[src/rtl/opnd_ea_pkg.sv]
package opnd_ea_pkg;

  localparam logic [3:0] MD_REG  = 4'd0;
  localparam logic [3:0] MD_IMM  = 4'd1;
  localparam logic [3:0] MD_DISP = 4'd2;
  localparam logic [3:0] MD_RIND = 4'd3;
  localparam logic [3:0] MD_IDX  = 4'd4;
  localparam logic [3:0] MD_ABS  = 4'd5;
  localparam logic [3:0] MD_MIND = 4'd6;
  localparam logic [3:0] MD_AINC = 4'd7;
  localparam logic [3:0] MD_ADEC = 4'd8;
  localparam logic [3:0] MD_SCL  = 4'd9;

  typedef enum logic [2:0] {
    ST_IDLE = 3'd0,
    ST_CALC = 3'd1,
    ST_RD1  = 3'd2,
    ST_RD2  = 3'd3,
    ST_DONE = 3'd4
  } seq_state_e;

  typedef struct packed {
    logic illegal;
    logic uses_mem;
    logic two_level;
    logic writes_base;
    logic opnd_reg;
    logic opnd_imm;
    logic add_field;
    logic add_base;
    logic add_index;
    logic scale_index;
    logic pre_dec;
  } mode_ctl_t;

endpackage

[src/rtl/ea_rst_sync.sv]
module ea_rst_sync #(
  parameter int STAGES = 2
) (
  input  logic clk,
  input  logic rst_n,
  output logic rst_n_sync
);
  logic [STAGES-1:0] chain_q;

  generate
    if (STAGES == 1) begin : g_one
      always_ff @(posedge clk or negedge rst_n) begin
        if (!rst_n) chain_q <= '0;
        else        chain_q <= 1'b1;
      end
    end else begin : g_many
      always_ff @(posedge clk or negedge rst_n) begin
        if (!rst_n) chain_q <= '0;
        else        chain_q <= {chain_q[STAGES-2:0], 1'b1};
      end
    end
  endgenerate

  assign rst_n_sync = chain_q[STAGES-1];
endmodule

[src/rtl/ea_mode_dec.sv]
module ea_mode_dec
  import opnd_ea_pkg::*;
(
  input  logic [3:0] mode,
  output mode_ctl_t  ctl
);
  always_comb begin
    ctl = '0;
    unique case (mode)
      MD_REG:  ctl.opnd_reg = 1'b1;
      MD_IMM:  ctl.opnd_imm = 1'b1;
      MD_DISP: begin ctl.uses_mem = 1'b1; ctl.add_field = 1'b1; ctl.add_base = 1'b1; end
      MD_RIND: begin ctl.uses_mem = 1'b1; ctl.add_base = 1'b1; end
      MD_IDX:  begin ctl.uses_mem = 1'b1; ctl.add_base = 1'b1; ctl.add_index = 1'b1; end
      MD_ABS:  begin ctl.uses_mem = 1'b1; ctl.add_field = 1'b1; end
      MD_MIND: begin ctl.uses_mem = 1'b1; ctl.two_level = 1'b1; ctl.add_base = 1'b1; end
      MD_AINC: begin ctl.uses_mem = 1'b1; ctl.add_base = 1'b1; ctl.writes_base = 1'b1; end
      MD_ADEC: begin
        ctl.uses_mem = 1'b1; ctl.add_base = 1'b1; ctl.writes_base = 1'b1; ctl.pre_dec = 1'b1;
      end
      MD_SCL:  begin
        ctl.uses_mem = 1'b1; ctl.add_field = 1'b1; ctl.add_base = 1'b1;
        ctl.add_index = 1'b1; ctl.scale_index = 1'b1;
      end
      default: ctl.illegal = 1'b1;
    endcase
  end
endmodule

[src/rtl/ea_addr_calc.sv]
module ea_addr_calc
  import opnd_ea_pkg::*;
#(
  parameter int DATA_W  = 32,
  parameter int FIELD_W = 16
) (
  input  mode_ctl_t           ctl,
  input  logic [DATA_W-1:0]   base_val,
  input  logic [DATA_W-1:0]   index_val,
  input  logic [FIELD_W-1:0]  field,
  input  logic [1:0]          size,
  output logic [DATA_W-1:0]   field_ext,
  output logic [DATA_W-1:0]   ea_val,
  output logic [DATA_W-1:0]   wb_val
);
  localparam int EXT_W = DATA_W - FIELD_W;

  logic [1:0]        shamt;
  logic [DATA_W-1:0] step;
  logic [DATA_W-1:0] base_dec;
  logic [DATA_W-1:0] base_term;
  logic [DATA_W-1:0] idx_term;
  logic [DATA_W-1:0] fld_term;

  assign field_ext = {{EXT_W{field[FIELD_W-1]}}, field};

  always_comb begin
    case (size)
      2'd0:    shamt = 2'd0;
      2'd1:    shamt = 2'd1;
      default: shamt = 2'd2;
    endcase
  end

  assign step      = {{(DATA_W-1){1'b0}}, 1'b1} << shamt;
  assign base_dec  = base_val - step;
  assign base_term = ctl.add_base  ? (ctl.pre_dec ? base_dec : base_val) : '0;
  assign idx_term  = ctl.add_index ? (ctl.scale_index ? (index_val << shamt) : index_val) : '0;
  assign fld_term  = ctl.add_field ? field_ext : '0;
  assign ea_val    = fld_term + base_term + idx_term;
  assign wb_val    = ctl.pre_dec ? base_dec : (base_val + step);
endmodule

[src/rtl/ea_seq.sv]
module ea_seq
  import opnd_ea_pkg::*;
#(
  parameter int DATA_W    = 32,
  parameter int FIELD_W   = 16,
  parameter int REG_IDX_W = 4
) (
  input  logic                  clk,
  input  logic                  rst_ni,
  input  logic                  req_valid,
  output logic                  req_ready,
  input  logic [3:0]            req_mode,
  input  logic [REG_IDX_W-1:0]  req_base,
  input  logic [REG_IDX_W-1:0]  req_index,
  input  logic [FIELD_W-1:0]    req_field,
  input  logic [1:0]            req_size,
  output logic [3:0]            mode_q,
  output logic [REG_IDX_W-1:0]  base_q,
  output logic [REG_IDX_W-1:0]  index_q,
  output logic [FIELD_W-1:0]    field_q,
  output logic [1:0]            size_q,
  input  mode_ctl_t             ctl,
  input  logic [DATA_W-1:0]     rf_base_val,
  input  logic [DATA_W-1:0]     field_ext,
  input  logic [DATA_W-1:0]     ea_calc,
  input  logic [DATA_W-1:0]     wb_calc,
  output logic                  mem_req,
  output logic [DATA_W-1:0]     mem_addr,
  input  logic                  mem_valid,
  input  logic [DATA_W-1:0]     mem_rdata,
  output logic                  done,
  output logic [DATA_W-1:0]     opnd,
  output logic [DATA_W-1:0]     ea,
  output logic                  illegal,
  output logic                  wb_en,
  output logic [DATA_W-1:0]     wb_data
);
  seq_state_e        state_q, state_d;
  logic              ld_en;
  logic              res_en;
  logic [DATA_W-1:0] ea_q, ea_d;
  logic [DATA_W-1:0] opnd_q, opnd_d;
  logic [DATA_W-1:0] wb_q, wb_d;

  assign ld_en = (state_q == ST_IDLE) && req_valid;

  always_comb begin
    state_d = state_q;
    res_en  = 1'b0;
    ea_d    = ea_q;
    opnd_d  = opnd_q;
    wb_d    = wb_q;
    unique case (state_q)
      ST_IDLE: if (req_valid) state_d = ST_CALC;
      ST_CALC: begin
        res_en = 1'b1;
        ea_d   = ea_calc;
        wb_d   = wb_calc;
        opnd_d = ctl.opnd_reg ? rf_base_val : (ctl.opnd_imm ? field_ext : '0);
        state_d = ctl.uses_mem ? ST_RD1 : ST_DONE;
      end
      ST_RD1: if (mem_valid) begin
        res_en = 1'b1;
        if (ctl.two_level) begin
          ea_d    = mem_rdata;
          state_d = ST_RD2;
        end else begin
          opnd_d  = mem_rdata;
          state_d = ST_DONE;
        end
      end
      ST_RD2: if (mem_valid) begin
        res_en  = 1'b1;
        opnd_d  = mem_rdata;
        state_d = ST_DONE;
      end
      ST_DONE: state_d = ST_IDLE;
      default: state_d = ST_IDLE;
    endcase
  end

  always_ff @(posedge clk or negedge rst_ni) begin
    if (!rst_ni) begin
      state_q <= ST_IDLE;
    end else begin
      state_q <= state_d;
    end
  end

  always_ff @(posedge clk or negedge rst_ni) begin
    if (!rst_ni) begin
      mode_q  <= '0;
      base_q  <= '0;
      index_q <= '0;
      field_q <= '0;
      size_q  <= '0;
    end else if (ld_en) begin
      mode_q  <= req_mode;
      base_q  <= req_base;
      index_q <= req_index;
      field_q <= req_field;
      size_q  <= req_size;
    end
  end

  always_ff @(posedge clk or negedge rst_ni) begin
    if (!rst_ni) begin
      ea_q   <= '0;
      opnd_q <= '0;
      wb_q   <= '0;
    end else if (res_en) begin
      ea_q   <= ea_d;
      opnd_q <= opnd_d;
      wb_q   <= wb_d;
    end
  end

  assign req_ready = (state_q == ST_IDLE);
  assign mem_req   = (state_q == ST_RD1) || (state_q == ST_RD2);
  assign mem_addr  = ea_q;
  assign done      = (state_q == ST_DONE);
  assign opnd      = opnd_q;
  assign ea        = ea_q;
  assign illegal   = done && ctl.illegal;
  assign wb_en     = done && ctl.writes_base;
  assign wb_data   = wb_q;
endmodule

[src/rtl/opnd_ea_gen.sv]
module opnd_ea_gen
  import opnd_ea_pkg::*;
#(
  parameter int DATA_W      = 32,
  parameter int FIELD_W     = 16,
  parameter int REG_IDX_W   = 4,
  parameter int SYNC_STAGES = 2
) (
  input  logic                  clk,
  input  logic                  rst_n,
  input  logic                  req_valid,
  output logic                  req_ready,
  input  logic [3:0]            req_mode,
  input  logic [REG_IDX_W-1:0]  req_base,
  input  logic [REG_IDX_W-1:0]  req_index,
  input  logic [FIELD_W-1:0]    req_field,
  input  logic [1:0]            req_size,
  output logic [REG_IDX_W-1:0]  rf_a_idx,
  input  logic [DATA_W-1:0]     rf_a_data,
  output logic [REG_IDX_W-1:0]  rf_b_idx,
  input  logic [DATA_W-1:0]     rf_b_data,
  output logic                  mem_req,
  output logic [DATA_W-1:0]     mem_addr,
  input  logic                  mem_valid,
  input  logic [DATA_W-1:0]     mem_rdata,
  output logic                  done,
  output logic [DATA_W-1:0]     opnd,
  output logic [DATA_W-1:0]     ea,
  output logic                  illegal,
  output logic                  wb_en,
  output logic [REG_IDX_W-1:0]  wb_idx,
  output logic [DATA_W-1:0]     wb_data
);
  logic                 rst_n_sync;
  logic [3:0]           mode_q;
  logic [REG_IDX_W-1:0] base_q;
  logic [REG_IDX_W-1:0] index_q;
  logic [FIELD_W-1:0]   field_q;
  logic [1:0]           size_q;
  mode_ctl_t            ctl;
  logic [DATA_W-1:0]    field_ext;
  logic [DATA_W-1:0]    ea_calc;
  logic [DATA_W-1:0]    wb_calc;

  ea_rst_sync #(.STAGES(SYNC_STAGES)) u_rst (
    .clk        (clk),
    .rst_n      (rst_n),
    .rst_n_sync (rst_n_sync)
  );

  ea_mode_dec u_dec (
    .mode (mode_q),
    .ctl  (ctl)
  );

  ea_addr_calc #(.DATA_W(DATA_W), .FIELD_W(FIELD_W)) u_calc (
    .ctl       (ctl),
    .base_val  (rf_a_data),
    .index_val (rf_b_data),
    .field     (field_q),
    .size      (size_q),
    .field_ext (field_ext),
    .ea_val    (ea_calc),
    .wb_val    (wb_calc)
  );

  ea_seq #(.DATA_W(DATA_W), .FIELD_W(FIELD_W), .REG_IDX_W(REG_IDX_W)) u_seq (
    .clk         (clk),
    .rst_ni      (rst_n_sync),
    .req_valid   (req_valid),
    .req_ready   (req_ready),
    .req_mode    (req_mode),
    .req_base    (req_base),
    .req_index   (req_index),
    .req_field   (req_field),
    .req_size    (req_size),
    .mode_q      (mode_q),
    .base_q      (base_q),
    .index_q     (index_q),
    .field_q     (field_q),
    .size_q      (size_q),
    .ctl         (ctl),
    .rf_base_val (rf_a_data),
    .field_ext   (field_ext),
    .ea_calc     (ea_calc),
    .wb_calc     (wb_calc),
    .mem_req     (mem_req),
    .mem_addr    (mem_addr),
    .mem_valid   (mem_valid),
    .mem_rdata   (mem_rdata),
    .done        (done),
    .opnd        (opnd),
    .ea          (ea),
    .illegal     (illegal),
    .wb_en       (wb_en),
    .wb_data     (wb_data)
  );

  assign rf_a_idx = base_q;
  assign rf_b_idx = index_q;
  assign wb_idx   = base_q;
endmodule

[config.mk]
export PLATFORM = sky130hd
export DESIGN_NAME = opnd_ea_gen
export DESIGN_NICKNAME = d
export VERILOG_FILES = /design/src/rtl/opnd_ea_pkg.sv /design/src/rtl/ea_rst_sync.sv /design/src/rtl/ea_mode_dec.sv /design/src/rtl/ea_addr_calc.sv /design/src/rtl/ea_seq.sv /design/src/rtl/opnd_ea_gen.sv
export SDC_FILE = /design/constraint.sdc
export NUM_CORES = 1
export LEC_CHECK = 0
export BUFFER_PORTS_ARGS = -buffer_cell sky130_fd_sc_hd__buf_2
export CORE_AREA = 5 5 141 278
export DETAILED_ROUTE_END_ITERATION = 10
export DIE_AREA = 0 0 146 283
export MAX_ROUTING_LAYER = met4
export PLACE_DENSITY_LB_ADDON = 0.08
export SYNTH_ARGS = -nofsm -noshare
export SYNTH_HDL_FRONTEND = slang
export SYNTH_SLANG_ARGS = --single-unit
[constraint.sdc]
create_clock -name clk -period 7.2 [get_ports clk]
set_input_delay 1.44 -clock clk [delete_from_list [all_inputs] [get_ports clk]]
set_output_delay 1.44 -clock clk [all_outputs]
set_load 0.05 [all_outputs]
==> impl_metrics.sql, run 1 <==
INSERT INTO impl_metrics (metric_group, metric, value, unit) VALUES
('outcome', 'status', 'completed', ''),
('routing', 'routed_wire_length_per_instance', '23.1', 'um'),
('floorplanning', 'placeableCoreArea', '36900', 'um2'),
('cells_and_area', 'regArea', '3280', 'um2'),
('cells_and_area', 'drive_gt1_frac', '0.248', ''),
('synth', 'synthDominantCellAreaShare', '0.302', ''),
('cells_and_area', 'area_used_by_multi_input_combinational_logic', '6760', 'um2'),
('grt', 'globalRoute.totalOverflow', '0', ''),
('placement', 'placement.setup.worst_slack', '169', 'ps'),
('synth', 'synth.cell_area', '10900', 'um2'),
('grt', 'grt_use_total', '0.224', ''),
('pwr', 'max-vdd-ir-drop', '0.000344', 'V'),
('pwr', 'power_density', '575', 'nW/um2'),
('routing', 'drtPass1Iterations', '5', ''),
('floorplanning', 'placement_rows', '100', ''),
('grt', 'grt_first_pass_wirelength', '67.5', 'mm'),
('routing', 'final_antenna_net_count', '0', ''),
('cts', 'worst_setup_hold_path_clk_slew', '70', 'ps'),
('pwr', 'power.static_leakage', '6.09', 'nW'),
('synth', 'synth_area_in_compound_gates', '0.211', ''),
('worst_hold_path', 'hold_class', 'register to register', ''),
('grt', 'met1_usage', '0.217', ''),
('placement', 'cell_count_after_placement', '1943', ''),
('sta', 'rsz0062_at_grt', 'no', ''),
('cts', 'clkSinkCount', '131', ''),
('floorplanning', 'die_height', '283', 'um'),
('sta', 'maxSlewViolCount', '0', ''),
('sta', 'slew_headroom', '0.321', ''),
('synth', 'yosys.cell_types.count', '69', ''),
('sta', 'worst_pin_slew', '1020', 'ps'),
('grt', 'grt-busiest-layer', 'met2', ''),
('synth', 'ys_top_cells_by_count', '175 x sky130_fd_sc_hd__nand2_1, 131 x sky130_fd_sc_hd__dfrtp_1, 118 x sky130_fd_sc_hd__o21ai_0', ''),
('sta', 'timing.fmax', '151', 'MHz'),
('synth', 'synth_enable_flop_cells', '0', ''),
('floorplanning', 'floorplan.io_pins', '275', ''),
('synth', 'asyncSetResetFlopFracSynth', '1.00', ''),
('grt', 'grt_max_degree', '70', ''),
('critical_path', 'crit_arrival', '6910', 'ps'),
('critical_path', 'worst-setup-path-type', 'input port to register', ''),
('pwr', 'power_frac_seq', '0.189', ''),
('critical_path', 'critical_path_peak_fanout', '6', ''),
('placement', 'globalplace.congestion', '0.903', ''),
('grt', 'gr-usage-met3', '0.0304', ''),
('synth', 'synth.avg_cell_area', '8.22', 'um2'),
('pwr', 'power_frac_clock', '0.123', ''),
('cells_and_area', 'postLayoutCellArea', '12900', 'um2'),
('cts', 'clock_tree_from_tritoncts', 'yes', ''),
('floorplanning', 'dieWidth', '146', 'um'),
('synth', 'synth_xor_area_frac', '0.0698', ''),
('cts', 'cts_hold_bufs', '0', ''),
('cts', 'cts_resized', '0', ''),
('cells_and_area', 'post_layout_nonfiller_instances', '1977', ''),
('cells_and_area', 'final.fill_count', '3970', ''),
('cells_and_area', 'finish.net_count', '1705', ''),
('routing', 'violation_count_after_the_first_detailed_routing_iteration', '567', ''),
('sta', 'clock-skew-final', '20.9', 'ps'),
('sta', 'setup_ws', '589', 'ps'),
('synth', 'ys.flop_type', 'sky130_fd_sc_hd__dfrtp_1', ''),
('pwr', 'power_report.internal_total', '3.06', 'mW'),
('routing', 'routed_wirelength', '45.6', 'mm'),
('critical_path', 'worstSetupStartpointType', 'input port', ''),
('synth', 'library_cell_with_the_highest_instance_count_after_synthesis', 'sky130_fd_sc_hd__nand2_1', ''),
('routing', 'routed_via_density', '5.17', ''),
('routing', 'detailroute.via_count', '10200', ''),
('cells_and_area', 'finalCoreUtilization', '0.351', ''),
('cts', 'cts_inserted_buffers', '17', ''),
('cts', 'ctsHtreeMaxLevel', '4', ''),
('synth', 'synth-warning-count', '0', ''),
('synth', 'synth-adder-area-share', '0.107', ''),
('critical_path', 'worstPathRequired', '7500', 'ps'),
('cells_and_area', 'area_growth_syn_to_layout', '19.2', '%');
## metal layers
layer / vias to the layer above / routed length [um]
met5: - / 0
met4: 0 / 2320
met3: 57 / 1440
met2: 258 / 25900
met1: 4974 / 15900
li1: 4928 / -
## cell type report
type | instances | area share
well taps | 459 | 0.0444
clock inverters | 13 | 0.0115
diodes | 2 | 0.000387
clock buffers | 19 | 0.0342
repair buffers | 294 | 0.118
flip-flops and latches | 131 | 0.254
inverters | 55 | 0.0160
multi-input cells | 1004 | 0.522
## power groups by stage
stage / Sequential [mW] / Clock [mW] / Combinational (mW)
after floorplan: 2.32 / 0 / 2.82
after global placement: 1.42 / 0 / 5.20
after detailed placement: 1.44 / 0 / 5.19
after CTS: 1.42 / 0.947 / 5.21
after global routing: 1.47 / 0.971 / 5.51
final: 1.41 / 0.915 / 5.12
## cell families (layout without fill, tap and decap cells)
family	count (synthesis)	after routing
muxes	57	57
AOI/OAI and AO/OA	378	378
DFF	131	131
adders and majority gates	72	72
xor gates and xnor gates	85	85
buffers and inverters	187	381
other	2	5
and+or+nand+nor	409	409
## per-stage QoR
stage | hold slack, ps | total power, mW
after floorplan | 331 | 5.13
after global placement | 337 | 6.62
after detailed placement | 337 | 6.63
after CTS | 353 | 7.58
after global routing | 367 | 7.95
final | 351 | 7.44
## worst paths after layout
| kind | startpoint | end | slack [ps] | cells after the start |
|---|---|---|---|---|
| max reg2reg | u_seq.size_q[0]$_DFFE_PN0P_ | u_seq.ea[28]$_DFFE_PN0P_ | 830 | 21 |
| min in group asynchronous | u_rst.chain_q[1]$_DFF_PN0_ | u_seq.ea[23]$_DFFE_PN0P_ | 450 | 0 |
| min | u_rst.chain_q[0]$_DFF_PN0_ | u_rst.chain_q[1]$_DFF_PN0_ | 350 | 0 |
| min reg2reg | u_rst.chain_q[0]$_DFF_PN0_ | u_rst.chain_q[1]$_DFF_PN0_ | 350 | 0 |
| max | rf_a_data[0] | u_seq.ea[28]$_DFFE_PN0P_ | 590 | 23 |
| max in group asynchronous | u_rst.chain_q[1]$_DFF_PN0_ | u_seq.size_q[1]$_DFFE_PN0P_ | 5290 | 1 |
## critical path, stage by stage
cell and delay [ps]:
sky130_fd_sc_hd__buf_2 140, sky130_fd_sc_hd__inv_1 60, sky130_fd_sc_hd__ha_1 150, sky130_fd_sc_hd__inv_1 60, sky130_fd_sc_hd__fa_1 450, sky130_fd_sc_hd__a21o_1 220
sky130_fd_sc_hd__a2111o_1 530, sky130_fd_sc_hd__or3_1 430, sky130_fd_sc_hd__nor3_1 280, sky130_fd_sc_hd__xnor2_1 160, sky130_fd_sc_hd__nor2_1 100, sky130_fd_sc_hd__fa_1 510
sky130_fd_sc_hd__ha_1 380, sky130_fd_sc_hd__and4_1 250, sky130_fd_sc_hd__and2_1 170, sky130_fd_sc_hd__nand2_1 110, sky130_fd_sc_hd__nor4_1 350, sky130_fd_sc_hd__o311ai_0 210
sky130_fd_sc_hd__buf_4 180, sky130_fd_sc_hd__a21oi_1 230, sky130_fd_sc_hd__buf_4 190, sky130_fd_sc_hd__mux2i_1 190, sky130_fd_sc_hd__o21ai_0 100
## layout by cell type, fill, tap and decap left out, drive strengths merged, types with 10 or more instances in the layout
cell type and count:
a31oi 16, nand2b 13, fa 34, xor2 41, inv 59, nand4 10
a22o 12, mux2 31, a21oi 114, or3 16, xnor2 43, a22oi 28
a21o 14, ha 38, nor3 32, o21ai 128, nor2 109, buf 294
mux2i 26, clkbuf 19, dfrtp 131, nand2 175
(Power assumes the default switching activity.)
==> run 2: changes to the inputs <==
--- a/config.mk
+++ b/config.mk
@@ -11,6 +11,7 @@
 export DIE_AREA = 0 0 146 283
 export MAX_ROUTING_LAYER = met4
 export PLACE_DENSITY_LB_ADDON = 0.08
+export RECOVER_POWER = 50
 export SYNTH_ARGS = -nofsm -noshare
 export SYNTH_HDL_FRONTEND = slang
 export SYNTH_SLANG_ARGS = --single-unit
==> run 2 against run 1 <==
  * The flow now finishes with violations (capacitance limit, slew limit)
  * Wire length up 0.19%
  * Via count about the same
  * Critical path type unchanged
  * Core utilization down 0.18 points
  * Largest power group unchanged
  * Worst setup slack better by 7.8 ps
  * Clock power about the same
  * Register-to-register slack about the same
==> impl_metrics.sql, run 2 (synthesis results as in run 1) <==
INSERT INTO impl_metrics (metric_group, metric, value, unit) VALUES
('outcome', 'status', 'complete, but fails checks', ''),
('grt', 'global_route_track_usage_on_met2', '0.432', ''),
('cts', 'clkSinkCount', '131', ''),
('critical_path', 'critical_path.top_delay_family', 'simple AND/OR/NAND/NOR gates', ''),
('sta', 'clock-skew-final', '21.5', 'ps'),
('cells_and_area', 'layout.cells.most_common_list', '234 x sky130_fd_sc_hd__buf_2, 175 x sky130_fd_sc_hd__nand2_1, 131 x sky130_fd_sc_hd__dfrtp_1, 118 x sky130_fd_sc_hd__o21ai_0, 114 x sky130_fd_sc_hd__a21oi_1', ''),
('placement', 'post_dp_cell_area', '12300', 'um2'),
('cts', 'worst_setup_hold_path_clk_slew', '70', 'ps'),
('critical_path', 'cp.buffers_inverters', '5', ''),
('cells_and_area', 'postLayoutCellArea', '12900', 'um2'),
('cts', 'clk_path_buf_depth', '2', ''),
('critical_path', 'worst-setup-path-type', 'input port to register', ''),
('critical_path', 'critical_path_peak_fanout', '6', ''),
('outcome', 'failed_checks', 'capacitance limit, slew limit', ''),
('sta', 'totalNegativeSetupSlack', '0', 'ps'),
('floorplanning', 'die_area', '41300', 'um2'),
('routing', 'drtPass1Iterations', '6', ''),
('grt', 'grt_antenna_before_repair', '2', ''),
('critical_path', 'worstPathCellList', 'buf_2 -> inv_1 -> ha_1 -> inv_1 -> fa_1 -> a21o_1 -> a2111o_1 -> or3_1 -> nor3_1 -> xnor2_1 -> nor2_1 -> fa_1 -> ha_1 -> and4_1 -> and2_1 -> nand2_1 -> nor4_1 -> o311ai_0 -> buf_4 -> a21oi_1 -> buf_4 -> mux2i_1 -> o21ai_0', ''),
('floorplanning', 'start_util', '0.294', ''),
('cells_and_area', 'finish.net_count', '1705', ''),
('floorplanning', 'placement_rows', '100', ''),
('grt', 'met1_usage', '0.217', ''),
('sta', 'worst_pin_slew', '2850', 'ps'),
('critical_path', 'cp-end-kind', 'register', ''),
('cts', 'ctsHtreeMaxLevel', '4', ''),
('pwr', 'power.static_leakage', '5.94', 'nW'),
('floorplanning', 'placeableCoreArea', '36900', 'um2'),
('sta', 'timing.fmax', '151', 'MHz'),
('critical_path', 'critical-path-max-stage-delay', '530', 'ps'),
('cells_and_area', 'final.fill_count', '3996', ''),
('floorplanning', 'die_height', '283', 'um'),
('grt', 'gr-usage-met3', '0.0304', ''),
('pwr', 'power_density', '576', 'nW/um2'),
('cells_and_area', 'most_common_library_cell_in_the_layout_ignoring_fill_and_taps', 'sky130_fd_sc_hd__buf_2', ''),
('cts', 'cts_resized', '0', ''),
('placement', 'io_buffer_count', '274', ''),
('sta', 'setup_ws', '597', 'ps'),
('grt', 'grt_use_total', '0.224', ''),
('grt', 'grt_max_degree', '70', ''),
('critical_path', 'worstPathRequired', '7500', 'ps'),
('cts', 'cts_inserted_buffers', '17', ''),
('placement', 'globalplace.congestion', '0.903', ''),
('placement', 'dpl.hpwl', '37.2', 'mm'),
('flow_run', 'maxCapViolCount', '4', ''),
('placement', 'placement.setup.worst_slack', '169', 'ps'),
('cells_and_area', 'finalCoreUtilization', '0.349', ''),
('grt', 'grt-busiest-layer', 'met2', ''),
('routing', 'violation_count_after_the_first_detailed_routing_iteration', '508', ''),
('critical_path', 'reg2reg_setup_slack', '820', 'ps'),
('floorplanning', 'floorplan.io_pins', '275', ''),
('sta', 'timing.final.setup_violations', '0', ''),
('sta', 'hold_violations', '0', ''),
('sta', 'period_needed', '6600', 'ps'),
('worst_hold_path', 'hold_class', 'register to register', ''),
('cts', 'worstSkewPairLatency', '450', 'ps'),
('routing', 'routed_wirelength', '45.7', 'mm'),
('pwr', 'power.total', '7.42', 'mW'),
('critical_path', 'crit_arrival', '6900', 'ps'),
('critical_path', 'crit_path_top_delay_cell', 'sky130_fd_sc_hd__a2111o_1', ''),
('sta', 'rsz0062_at_grt', 'no', ''),
('grt', 'number_of_global_route_vias_before_repair', '10800', ''),
('grt', 'grt_first_pass_wirelength', '67.5', 'mm'),
('sta', 'maxSlewViolCount', '230', ''),
('cells_and_area', 'drive_gt1_frac', '0.219', ''),
('sta', 'layout_worst_path_cycle_share', '0.917', ''),
('cts', 'cts_hold_bufs', '0', ''),
('cells_and_area', 'area_growth_syn_to_layout', '18.6', '%'),
('routing', 'drcViolationCount', '0', ''),
('floorplanning', 'dieWidth', '146', 'um'),
('grt', 'globalRoute.totalOverflow', '0', ''),
('sta', 'slew_headroom', '-0.899', ''),
('critical_path', 'worstSetupStartpointType', 'input port', ''),
('routing', 'final_antenna_net_count', '0', ''),
('routing', 'routed_via_density', '5.17', ''),
('cts', 'clock_tree_from_tritoncts', 'yes', ''),
('routing', 'routed_wire_length_per_instance', '23.1', 'um'),
('cts', 'postCtsSetupBuffers', '0', ''),
('cts', 'cts-root-buf', 'sky130_fd_sc_hd__clkbuf_16', ''),
('pwr', 'max-vdd-ir-drop', '0.000375', 'V'),
('routing', 'detailroute.via_count', '10200', '');
## run 2: cell types whose count changed in the layout (fill, tap and decap cells not counted)
cell,delta
sky130_fd_sc_hd__dfrtp_1,+1
sky130_fd_sc_hd__dfrtp_4,-1
sky130_fd_sc_hd__nand2_1,+1
sky130_fd_sc_hd__clkbuf_2,+1
sky130_fd_sc_hd__nand2_2,-1
sky130_fd_sc_hd__buf_4,-3
sky130_fd_sc_hd__clkbuf_1,+42
sky130_fd_sc_hd__buf_2,-40
## run 2: where the power goes
| part | internal, mW | switching [mW] | leakage (nW) |
|---|---|---|---|
| combinational | 1.41 | 3.68 | 4.05 |
| sequential | 1.10 | 0.306 | 1.61 |
| clock | 0.524 | 0.392 | 0.281 |
## run 2: stage by stage
step                std cells  hold WS [ps]
CTS                      1975           353
global route             1977           367
finish                   1977           351
detailed placement       1943           337
floorplan                1322           331
global placement         1943           337
## run 2: path summary, 6_finish.rpt
check | cells after the start | to | startpoint
worst max-delay path | 23 | u_seq.ea[28]$_DFFE_PN0P_ | rf_a_data[0]
worst min-delay path | 0 | u_rst.chain_q[1]$_DFF_PN0_ | u_rst.chain_q[0]$_DFF_PN0_
worst max register to register | 21 | u_seq.ea[28]$_DFFE_PN0P_ | u_seq.size_q[0]$_DFFE_PN0P_
worst min register to register | 0 | u_rst.chain_q[1]$_DFF_PN0_ | u_rst.chain_q[0]$_DFF_PN0_
max in group asynchronous | 1 | u_seq.size_q[1]$_DFFE_PN0P_ | u_rst.chain_q[1]$_DFF_PN0_
min in group asynchronous | 1 | u_rst.chain_q[1]$_DFF_PN0_ | rst_n
## run 2: area by class of cell
cell class | instances | area, um2 | area share
multi-input cells | 1004 | 6760 | 0.525
flip-flops and latches | 131 | 3280 | 0.255
repair buffers | 294 | 1460 | 0.114
well taps | 459 | 574 | 0.0446
clock buffers | 19 | 443 | 0.0344
inverters | 55 | 206 | 0.0160
clock inverters | 13 | 149 | 0.0116
diodes | 2 | 5.00 | 0.000389
## run 2: layer usage
| layer | routed length, um | part of all wire | vias up |
|---|---|---|---|
| met4 | 2270 | 0.050 | 0 |
| met2 | 25900 | 0.57 | 291 |
| met5 | 0 | 0 | - |
| li1 | - | - | 4925 |
| met1 | 15900 | 0.35 | 4945 |
| met3 | 1580 | 0.034 | 54 |
==> run 3: changes to the inputs <==
--- a/config.mk
+++ b/config.mk
@@ -6,6 +6,8 @@
 export NUM_CORES = 1
 export LEC_CHECK = 0
 export BUFFER_PORTS_ARGS = -buffer_cell sky130_fd_sc_hd__buf_2
+export CELL_PAD_IN_SITES_DETAIL_PLACEMENT = 1
+export CELL_PAD_IN_SITES_GLOBAL_PLACEMENT = 1
 export CORE_AREA = 5 5 141 278
 export DETAILED_ROUTE_END_ITERATION = 10
 export DIE_AREA = 0 0 146 283
==> run 3 against run 2 <==
  * The flow still finishes with violations (capacitance limit, slew limit)
  * Via count up 3.0%
  * Sequential power about the same
  * Non-clock buffer count up 2
  * Core utilization down 0.088 points
  * Sequential cell count unchanged
  * Combinational power about the same
  * Critical path depth down 1
  * Worst setup slack worse by 23 ps
  * Total power down 1.1%
  * Wire length up 5.6%
  * Design area down 0.25%
  * Sequential share of layout area up 0.064 points
  * Critical path type unchanged
  * Highest routed layer unchanged
==> impl_metrics.sql, run 3 (synthesis results as in run 1) <==
INSERT INTO impl_metrics (metric_group, metric, value, unit) VALUES
('cts', 'postCtsSetupBuffers', '0', ''),
('cells_and_area', 'post_layout_nonfiller_instances', '1981', ''),
('cells_and_area', 'area_used_by_multi_input_combinational_logic', '6760', 'um2'),
('floorplanning', 'die_area', '41300', 'um2'),
('critical_path', 'worstSetupStartpointType', 'input port', ''),
('sta', 'period_needed', '6630', 'ps'),
('sta', 'worst_pin_slew', '3410', 'ps'),
('critical_path', 'worst-setup-path-type', 'input port to register', ''),
('pwr', 'power.share.combinational', '0.696', ''),
('routing', 'drtPass1Iterations', '5', ''),
('grt', 'grt_first_pass_wirelength', '71.7', 'mm'),
('floorplanning', 'placeableCoreArea', '36900', 'um2'),
('cells_and_area', 'finish.net_count', '1707', ''),
('grt', 'globalRoute.totalOverflow', '0', ''),
('critical_path', 'cp-end-kind', 'register', ''),
('worst_hold_path', 'hold_class', 'register to register', ''),
('routing', 'drcViolationCount', '0', ''),
('routing', 'routed_wirelength', '48.2', 'mm'),
('pwr', 'power.total', '7.33', 'mW'),
('cts', 'cts_hold_bufs', '0', ''),
('routing', 'violation_count_after_the_first_detailed_routing_iteration', '438', ''),
('cells_and_area', 'final.fill_count', '4465', ''),
('outcome', 'status', 'complete, but fails checks', ''),
('placement', 'cell_count_after_placement', '1945', ''),
('cts', 'cts_resized', '0', ''),
('cts', 'clk_path_buf_depth', '2', ''),
('routing', 'routed_wire_length_per_instance', '24.3', 'um'),
('cts', 'ctsHtreeMaxLevel', '4', ''),
('cells_and_area', 'layout.cells.most_common_list', '235 x sky130_fd_sc_hd__buf_2, 175 x sky130_fd_sc_hd__nand2_1, 131 x sky130_fd_sc_hd__dfrtp_1, 118 x sky130_fd_sc_hd__o21ai_0, 114 x sky130_fd_sc_hd__a21oi_1', ''),
('cells_and_area', 'regArea', '3280', 'um2'),
('sta', 'maxSlewViolCount', '229', ''),
('critical_path', 'critical_path_peak_fanout', '6', ''),
('critical_path', 'crit_arrival', '6920', 'ps'),
('cts', 'clkSinkCount', '131', ''),
('cts', 'worst_setup_hold_path_clk_slew', '70', 'ps'),
('floorplanning', 'dieWidth', '146', 'um'),
('cts', 'cts-root-buf', 'sky130_fd_sc_hd__clkbuf_16', ''),
('pwr', 'power_report.internal_total', '2.95', 'mW'),
('sta', 'hold_violations', '0', ''),
('sta', 'slew_headroom', '-1.27', ''),
('sta', 'timing.fmax', '151', 'MHz'),
('pwr', 'switching_power', '4.38', 'mW'),
('routing', 'detailroute.via_count', '10500', ''),
('sta', 'layout_worst_path_cycle_share', '0.920', ''),
('pwr', 'switching_share_of_total_power', '0.598', ''),
('cells_and_area', 'area_growth_syn_to_layout', '18.3', '%'),
('sta', 'clock-skew-final', '19.4', 'ps'),
('sta', 'totalNegativeSetupSlack', '0', 'ps'),
('grt', 'number_of_global_route_vias_before_repair', '11500', ''),
('placement', 'dpl.hpwl', '39.2', 'mm'),
('cells_and_area', 'drive_gt1_frac', '0.220', ''),
('routing', 'final_antenna_net_count', '0', ''),
('pwr', 'power_frac_seq', '0.192', ''),
('routing', 'routed_via_density', '5.31', ''),
('sta', 'timing.final.setup_violations', '0', ''),
('cts', 'clock_tree_from_tritoncts', 'yes', ''),
('floorplanning', 'die_height', '283', 'um'),
('floorplanning', 'placement_rows', '100', ''),
('cts', 'cts_inserted_buffers', '17', ''),
('floorplanning', 'start_util', '0.294', ''),
('pwr', 'power.static_leakage', '5.92', 'nW'),
('grt', 'grt_antenna_before_repair', '4', ''),
('grt', 'grt_use_total', '0.237', ''),
('cells_and_area', 'most_common_library_cell_in_the_layout_ignoring_fill_and_taps', 'sky130_fd_sc_hd__buf_2', ''),
('flow_run', 'maxCapViolCount', '4', ''),
('sta', 'rsz0062_at_grt', 'no', ''),
('placement', 'globalplace.congestion', '0.896', ''),
('cts', 'worstSkewPairLatency', '450', 'ps'),
('pwr', 'power_density', '571', 'nW/um2'),
('outcome', 'failed_checks', 'capacitance limit, slew limit', ''),
('placement', 'io_buffer_count', '274', ''),
('critical_path', 'worstPathRequired', '7490', 'ps'),
('pwr', 'max-vdd-ir-drop', '0.000262', 'V'),
('grt', 'grt_max_degree', '72', ''),
('floorplanning', 'floorplan.io_pins', '275', ''),
('pwr', 'power_frac_clock', '0.112', '');
-- run 3: cell count changes in the layout (fill, tap and decap cells not counted), sizes merged --
cell,delta
clkinv,-1
diode,+2
clkinvlp,+3
buf,+4
bufinv,-2
clkbuf,-2
-- run 3: power groups by stage --
stage,logic (mW),clock network (mW),registers [mW]
after floorplan,2.82,0,2.32
after global placement,5.16,0,1.41
after detailed placement,5.21,0,1.43
after CTS,5.23,0.853,1.42
after global routing,5.52,0.876,1.46
final,5.10,0.823,1.41
-- run 3: stage by stage --
stage | hold WS [ps] | util | instance area (um2) | setup WS, ps
floorplan | 331 | - | 10900 | 921
global placement | 337 | 0.335 | 12400 | 361
global route | 364 | 0.348 | 12800 | 228
CTS | 357 | 0.349 | 12900 | 624
finish | 348 | 0.348 | 12800 | 574
detailed placement | 342 | 0.335 | 12400 | 186
-- run 3: final cells by class --
cell class,instances,share of cell area
Clock buffer,19,0.0337
Antenna cell,4,0.000779
Tap cell,459,0.0447
Clock inverter,13,0.00799
Multi-Input combinational cell,1004,0.526
Timing Repair Buffer,296,0.115
Inverter,55,0.0161
Sequential cell,131,0.255
-- run 3: path summary, 6_finish.rpt --
kind | startpoint | to | slack (ps) | depth (start not counted)
hold reg to reg | u_rst.chain_q[0]$_DFF_PN0_ | u_rst.chain_q[1]$_DFF_PN0_ | 350 | 0
setup reg to reg | u_seq.size_q[0]$_DFFE_PN0P_ | u_seq.ea[28]$_DFFE_PN0P_ | 1120 | 21
hold / removal | u_rst.chain_q[0]$_DFF_PN0_ | u_rst.chain_q[1]$_DFF_PN0_ | 350 | 0
max in group asynchronous | u_rst.chain_q[1]$_DFF_PN0_ | u_seq.wb_data[22]$_DFFE_PN0P_ | 1440 | 1
setup / recovery | rf_a_data[0] | u_seq.ea[28]$_DFFE_PN0P_ | 570 | 22
min in group asynchronous | rst_n | u_rst.chain_q[1]$_DFF_PN0_ | 750 | 1
-- run 3: worst max-delay path: stages --
cell	delay, ps
sky130_fd_sc_hd__buf_2	120
sky130_fd_sc_hd__inv_1	50
sky130_fd_sc_hd__ha_1	170
sky130_fd_sc_hd__inv_1	60
sky130_fd_sc_hd__fa_1	450
sky130_fd_sc_hd__a21o_1	220
sky130_fd_sc_hd__a2111o_1	550
sky130_fd_sc_hd__or3_1	430
sky130_fd_sc_hd__nor3_1	270
sky130_fd_sc_hd__xnor2_1	160
sky130_fd_sc_hd__nor2_1	90
sky130_fd_sc_hd__fa_1	520
sky130_fd_sc_hd__ha_1	390
sky130_fd_sc_hd__and4_1	260
sky130_fd_sc_hd__and2_1	180
sky130_fd_sc_hd__nand2_1	100
sky130_fd_sc_hd__nor4_1	320
sky130_fd_sc_hd__o311ai_0	210
sky130_fd_sc_hd__buf_4	180
sky130_fd_sc_hd__a21oi_1	410
sky130_fd_sc_hd__mux2i_1	230
sky130_fd_sc_hd__o21ai_0	100
-- run 3: per-layer routing --
metal | track usage | up-vias | routed length (um)
li1 | - | 4927 | -
met1 | 0.227 | 5256 | 16700
met2 | 0.451 | 260 | 27100
met3 | 0.0289 | 77 | 1370
met4 | 0.137 | 0 | 3030
met5 | - | - | 0
